==> src/rtl/page_load_buffer_pkg.sv <==
package page_load_buffer_pkg;
  typedef enum logic {
    MODE_PROGRAM = 1'b0,
    MODE_REWRITE = 1'b1
  } op_mode_e;
endpackage

==> src/rtl/plb_store.sv <==
// Page buffer storage: one write port, one registered read port (RAM style).
module plb_store #(
  parameter int DW = 8,
  parameter int AW = 8
) (
  input  logic          clk,
  input  logic          we,
  input  logic [AW-1:0] waddr,
  input  logic [DW-1:0] wdata,
  input  logic [AW-1:0] raddr,
  output logic [DW-1:0] rdata
);
  localparam int DEPTH = 1 << AW;

  logic [DW-1:0] mem [DEPTH];

  always_ff @(posedge clk) begin
    if (we) mem[waddr] <= wdata;
    rdata <= mem[raddr];
  end
endmodule

==> src/rtl/plb_tracker.sv <==
// Column pointer, loaded mask and saturating byte count.
module plb_tracker #(
  parameter int AW = 8
) (
  input  logic              clk,
  input  logic              rst,
  input  logic              start,
  input  logic [AW-1:0]     start_col,
  input  logic              byte_vld,
  input  logic              cs_rise,
  output logic              collecting,
  output logic              wr_en,
  output logic [AW-1:0]     wr_col,
  output logic [(1<<AW)-1:0] mask,
  output logic [AW:0]       count,
  output logic [AW:0]       cnt_nxt
);
  localparam int DEPTH = 1 << AW;
  localparam int CNT_W = AW + 1;

  logic [AW-1:0] ptr;

  assign wr_en  = collecting && byte_vld && !start;
  assign wr_col = ptr;

  always_comb begin
    cnt_nxt = count;
    if (wr_en && (count != CNT_W'(DEPTH))) cnt_nxt = count + CNT_W'(1);
  end

  always_ff @(posedge clk) begin
    if (rst) begin
      collecting <= 1'b0;
      ptr        <= '0;
      mask       <= '0;
      count      <= '0;
    end else if (start) begin
      collecting <= 1'b1;
      ptr        <= start_col;
      mask       <= '0;
      count      <= '0;
    end else begin
      if (wr_en) begin
        mask[ptr] <= 1'b1;
        ptr       <= ptr + AW'(1);
      end
      count <= cnt_nxt;
      if (cs_rise && collecting) collecting <= 1'b0;
    end
  end
endmodule

==> src/rtl/plb_commit.sv <==
// Validity decision at chip-select rise and busy-time computation.
module plb_commit
  import page_load_buffer_pkg::*;
#(
  parameter int AW         = 8,
  parameter int PHASE_W    = 3,
  parameter int BASE_UNITS = 1024,
  parameter int BYTE_UNITS = 146,
  parameter int BUSY_W     = 16
) (
  input  logic               clk,
  input  logic               rst,
  input  logic               start,
  input  logic               rewrite_mode,
  input  logic               collecting,
  input  logic               cs_rise,
  input  logic [PHASE_W-1:0] bit_phase,
  input  logic [AW:0]        cnt_nxt,
  output logic               commit,
  output logic               commit_rewrite,
  output logic [AW:0]        commit_count,
  output logic [BUSY_W-1:0]  busy_units
);
  op_mode_e    mode_q;
  logic        valid;
  logic [BUSY_W-1:0] busy_calc;

  assign valid = collecting && cs_rise && !start &&
                 (bit_phase == '0) && (cnt_nxt != '0);

  assign busy_calc = BUSY_W'(BASE_UNITS) +
                     BUSY_W'(cnt_nxt) * BUSY_W'(BYTE_UNITS);

  always_ff @(posedge clk) begin
    if (rst) begin
      mode_q         <= MODE_PROGRAM;
      commit         <= 1'b0;
      commit_rewrite <= 1'b0;
      commit_count   <= '0;
      busy_units     <= '0;
    end else begin
      if (start) mode_q <= rewrite_mode ? MODE_REWRITE : MODE_PROGRAM;
      commit <= valid;
      if (valid) begin
        commit_rewrite <= (mode_q == MODE_REWRITE);
        commit_count   <= cnt_nxt;
        busy_units     <= busy_calc;
      end
    end
  end
endmodule

==> src/rtl/page_load_buffer.sv <==
module page_load_buffer
  import page_load_buffer_pkg::*;
#(
  parameter int DW         = 8,
  parameter int AW         = 8,
  parameter int PHASE_W    = 3,
  parameter int BASE_UNITS = 1024,
  parameter int BYTE_UNITS = 146,
  parameter int BUSY_W     = $clog2(BASE_UNITS + (1 << AW) * BYTE_UNITS + 1)
) (
  input  logic                clk,
  input  logic                rst,
  input  logic                start,
  input  logic [AW-1:0]       start_col,
  input  logic                rewrite_mode,
  input  logic                byte_vld,
  input  logic [DW-1:0]       byte_data,
  input  logic [PHASE_W-1:0]  bit_phase,
  input  logic                cs_rise,
  input  logic [AW-1:0]       rd_addr,
  output logic                commit,
  output logic                commit_rewrite,
  output logic [AW:0]         commit_count,
  output logic [BUSY_W-1:0]   busy_units,
  output logic [(1<<AW)-1:0]  loaded_mask,
  output logic [AW:0]         byte_count,
  output logic [DW-1:0]       rd_data
);
  logic          collecting;
  logic          wr_en;
  logic [AW-1:0] wr_col;
  logic [AW:0]   cnt_nxt;

  plb_tracker #(.AW(AW)) tracker_i (
    .clk        (clk),
    .rst        (rst),
    .start      (start),
    .start_col  (start_col),
    .byte_vld   (byte_vld),
    .cs_rise    (cs_rise),
    .collecting (collecting),
    .wr_en      (wr_en),
    .wr_col     (wr_col),
    .mask       (loaded_mask),
    .count      (byte_count),
    .cnt_nxt    (cnt_nxt)
  );

  plb_store #(.DW(DW), .AW(AW)) store_i (
    .clk   (clk),
    .we    (wr_en),
    .waddr (wr_col),
    .wdata (byte_data),
    .raddr (rd_addr),
    .rdata (rd_data)
  );

  plb_commit #(
    .AW(AW), .PHASE_W(PHASE_W), .BASE_UNITS(BASE_UNITS),
    .BYTE_UNITS(BYTE_UNITS), .BUSY_W(BUSY_W)
  ) commit_i (
    .clk            (clk),
    .rst            (rst),
    .start          (start),
    .rewrite_mode   (rewrite_mode),
    .collecting     (collecting),
    .cs_rise        (cs_rise),
    .bit_phase      (bit_phase),
    .cnt_nxt        (cnt_nxt),
    .commit         (commit),
    .commit_rewrite (commit_rewrite),
    .commit_count   (commit_count),
    .busy_units     (busy_units)
  );
endmodule

==> config.mk <==
export PLATFORM = sky130hd
export DESIGN_NAME = page_load_buffer
export DESIGN_NICKNAME = d
export VERILOG_FILES = /design/src/rtl/page_load_buffer_pkg.sv /design/src/rtl/plb_store.sv /design/src/rtl/plb_tracker.sv /design/src/rtl/plb_commit.sv /design/src/rtl/page_load_buffer.sv
export SDC_FILE = /design/constraint.sdc
export NUM_CORES = 2
export LEC_CHECK = 0
export BUFFER_PORTS_ARGS = -buffer_cell sky130_fd_sc_hd__buf_2
export CAP_MARGIN = 20
export CORE_UTILIZATION = 31
export DETAILED_ROUTE_END_ITERATION = 10
export GPL_ROUTABILITY_DRIVEN = 1
export GPL_TIMING_DRIVEN = 0
export PLACE_DENSITY = 0.54
export SETUP_SLACK_MARGIN = 0.05
export SLEW_MARGIN = 20
export SYNTH_ARGS = -nofsm -noshare
export SYNTH_HDL_FRONTEND = slang
export SYNTH_SLANG_ARGS = --single-unit
==> constraint.sdc <==
create_clock -name clk -period 5.7 [get_ports clk]
set_input_delay 0.285 -clock clk [delete_from_list [all_inputs] [get_ports clk]]
set_output_delay 0.285 -clock clk [all_outputs]
set_load 0.05 [all_outputs]
==> out/qor.yml <==
cts_resized: 0
multi_input_area_sq_mm: 0.02055
netlist_area_sq_mm: 0.08906
clkTransAtPathRegs_ns: 0.06
cp-end-kind: "register"
row_count: 196
criticalPathCategory: "register to register"
cp_max_fo: 8
drt_iter0_markers: 5340
nets: 5166
grt_use_total_pct: 19.28
yosysMostFrequentCell: "edfxtp_1"
synth_async_sr_flop_share_pct: 0
die_w_um: 538.0
p_leak_nw: 34.02
ant_nets: 0
outcome: "finished clean"
period_share_pct: 93.28
boundaryPins: 333
r2r-end: "commit_i.busy_units[15]"
power_density_mw_per_mm2: 356.3
clock_latency_ns: 0.85
finalClockSkew_ns: 0.05608
setup_viol: 0
synth_cell_type_count: 50
finalHoldViolCount: 0
numPortBuffers: 324
syn_avg_cell_area_sq_um: 20.08
final-max-slew-violation-count: 0
crit_top_cell: "ha_1"
cts_tree: "built"
max_stage_delay_ns: 0.60
antenna_found_initial: 17
hold_buffers: 22
drc: 0
drv_cap: 0
grt_pass1_vias: 46830
yosysWarnings: 0
wl_per_cell_um: 31.08
synth_edf_count: 2048
slew_headroom_pct: 18.61
r2r_slack_ns: 0.38
reg2reg_from: "tracker_i.collecting"
fp.coreArea_sq_mm: 0.2855
initial_core_util_pct: 31.20
synth_top_area_cell: "edfxtp_1"
synthesis.nets: 4504
combPwrFrac_pct: 4.9
fmaxAchievable_ghz: 0.1881
cp.required_ns: 6.43
cts_root_buffer: "clkbuf_16"
clockPowerShare_pct: 45.3
grt_start_max_net_pins: 133
crit_buf_inv: 1
endpoint: "commit_i.busy_units[15]"
critPathTopFamily: "simple AND/OR/NAND/NOR gates"
seqCellArea_sq_mm: 0.06762
syn_inst: 4435
hp-class: "input port to register"
path_cells: "nand3b_1 > nor2_1 > mux2i_1 > inv_1 > ha_1 > ha_1 > fa_1 > ha_1 > nand2_1 > a21boi_0 > or3_1 > a41oi_1 > xnor2_1 > nand4_1 > a311oi_2"
total_power_mw: 37.61
post-cts-setup-buffers: 0
synth_top_flop_cell: "edfxtp_1"
htreeDepth: 5
via_count: 46630
worst_setup_path_start_kind: "register"
place_congestion: 0.9168
p_sw_share_pct: 22.19
seq_area_frac_synth_pct: 75.93
ys_ff_latch: 2354
synthTopCellsByCount: "edfxtp_1 (2048), nor2_1 (825), mux4_2 (640), dfxtp_1 (306), clkbuf_1 (143)"
critPathArrivalTime_ns: 6.04
fin_crit_ns: 5.317
p_seq_share_pct: 49.8
hpwl_um: 200000
routed_wl_um: 281900
cp-startpoint: "tracker_i.collecting"
crit_cells: 15
numCtsBuffers: 269
grt-ovfl-total: 0
dieArea_sq_mm: 0.2894
p_switching_mw: 8.347
die_h_um: 538.0
first_pass_iters: 6
cts.sinks: 2354
drive_gt1_share_pct: 30.81
rsz0062_at_grt: "no"
drt-vias-per-instance: 5.141
internal-power_mw: 29.26
worst_ir_drop_vdd_uv: 208.1
area_growth_pct: 18.53
synth.top_cells.by_area: "edfxtp_1 (69%), mux4_2 (16%), dfxtp_1 (6.9%), nor2_1 (3.5%), mux2i_1 (0.72%)"
grt_pass1_wl_um: 384300
synth_top_area_share_pct: 69.06
cts_buffer_depth: 4
fin_tns_setup_ns: 0
crit_slowest_cell: "nand3b_1"
reg2regPathDepth: 15
fill_cells: 26370
worst_slew_pin_slew_ns: 1.221
==> registers in the layout, summed over array words and instances, names as in the netlist <==
name and flops:
store_i.mem 2048, commit_i.commit_rewrite 1, tracker_i.wr_col 8, commit_i.commit 1, commit_i.commit_count 9, store_i.rdata 8
tracker_i.count 9, commit_i.busy_units 12, tracker_i.collecting 1, tracker_i.mask 256, commit_i.mode_q 1
==> power by group through the flow <==
stage / clock (mW) / sequential [mW] / combinational, mW
floorplan: 0 / 19.1 / 0.834
global placement: 0 / 19.2 / 1.75
detailed placement: 0 / 19.1 / 1.84
CTS: 17.3 / 18.7 / 1.85
global route: 17.9 / 18.7 / 1.91
finish: 17.0 / 18.7 / 1.85
==> cell type report <==
cell class / count / area share [%]
plain buffers: 242 / 1.091
flip-flops and latches: 2354 / 64.06
inverters: 14 / 0.04978
diodes: 8 / 0.01897
well taps: 3762 / 4.459
clock buffers: 352 / 6.983
repair buffers: 391 / 2.681
multi-input cells: 1825 / 19.46
clock inverters: 122 / 1.189
==> metrics by stage <==
step           hold WS [ns]  std cells  area [sq um]  setup WS (ns)  util, %
5_1_grt             0.08197       9065        105500         0.1712    36.97
3_5_place_dp         0.4529       8561         96590         0.4821    33.84
3_3_place_gp         0.4485       8521         95390         0.4432    33.42
2_1_floorplan        0.3839       4435         89060          1.148        -
4_1_cts            0.007041       9057        105400         0.4580    36.94
6_report            0.07547       9070        105600         0.3830    36.98
==> cells in the final DEF (no fill, tap or decap), types with 46 or more instances in the layout <==
cell type	netlist	routed
mux4_2	640	640
nor2_1	825	738
buf_2	54	379
nor2_2	0	87
clkbuf_1	143	152
edfxtp_1	2048	2048
dfxtp_1	306	306
clkbuf_2	0	46
clkbuf_16	0	274
mux2i_1	64	64
==> logic make-up after synthesis <==
group / after synthesis / share of synthesized area, %
buf+inv: 256 / 1.269
other cells: 1 / 0.004211
mux: 704 / 16.90
compound gates: 86 / 0.6884
xor+xnor: 27 / 0.2655
simple gates: 971 / 4.413
fa+ha+maj: 36 / 0.5226
flops: 2354 / 75.93
==> layer usage <==
layer  vias up  global-route usage (%)  part of all wire [%]
li1      19080                       -                     -
met1     25060                   25.39                    40
met2      2059                   30.80                    47
met3       424                   5.386                   9.2
met4         2                   6.148                   3.3
met5         -                       0                0.0039
==> worst min path at each step <==
| stage | from | depth (start not counted) | end |
|---|---|---|---|
| global placement | tracker_i.mask[229] | 2 | tracker_i.mask[229] |
| finish | start | 4 | tracker_i.count[2] |
| global route | start | 4 | tracker_i.count[2] |
| floorplan | byte_data[0] | 0 | store_i.mem[0][0] |
| detailed placement | tracker_i.mask[238] | 2 | tracker_i.mask[238] |
| CTS | start | 4 | tracker_i.count[2] |
==> worst register-to-register path, cell delays in order, from the launching register on <==
cell and delay, ns:
dfxtp_1 0.47, nand3b_1 0.60, nor2_1 0.46, mux2i_1 0.52, inv_1 0.10, ha_1 0.32, ha_1 0.24, fa_1 0.51
ha_1 0.37, nand2_1 0.13, a21boi_0 0.12, or3_1 0.46, a41oi_1 0.29, xnor2_1 0.18, nand4_1 0.15, a311oi_2 0.30
No activity file was read; power rests on OpenSTA's default activity.
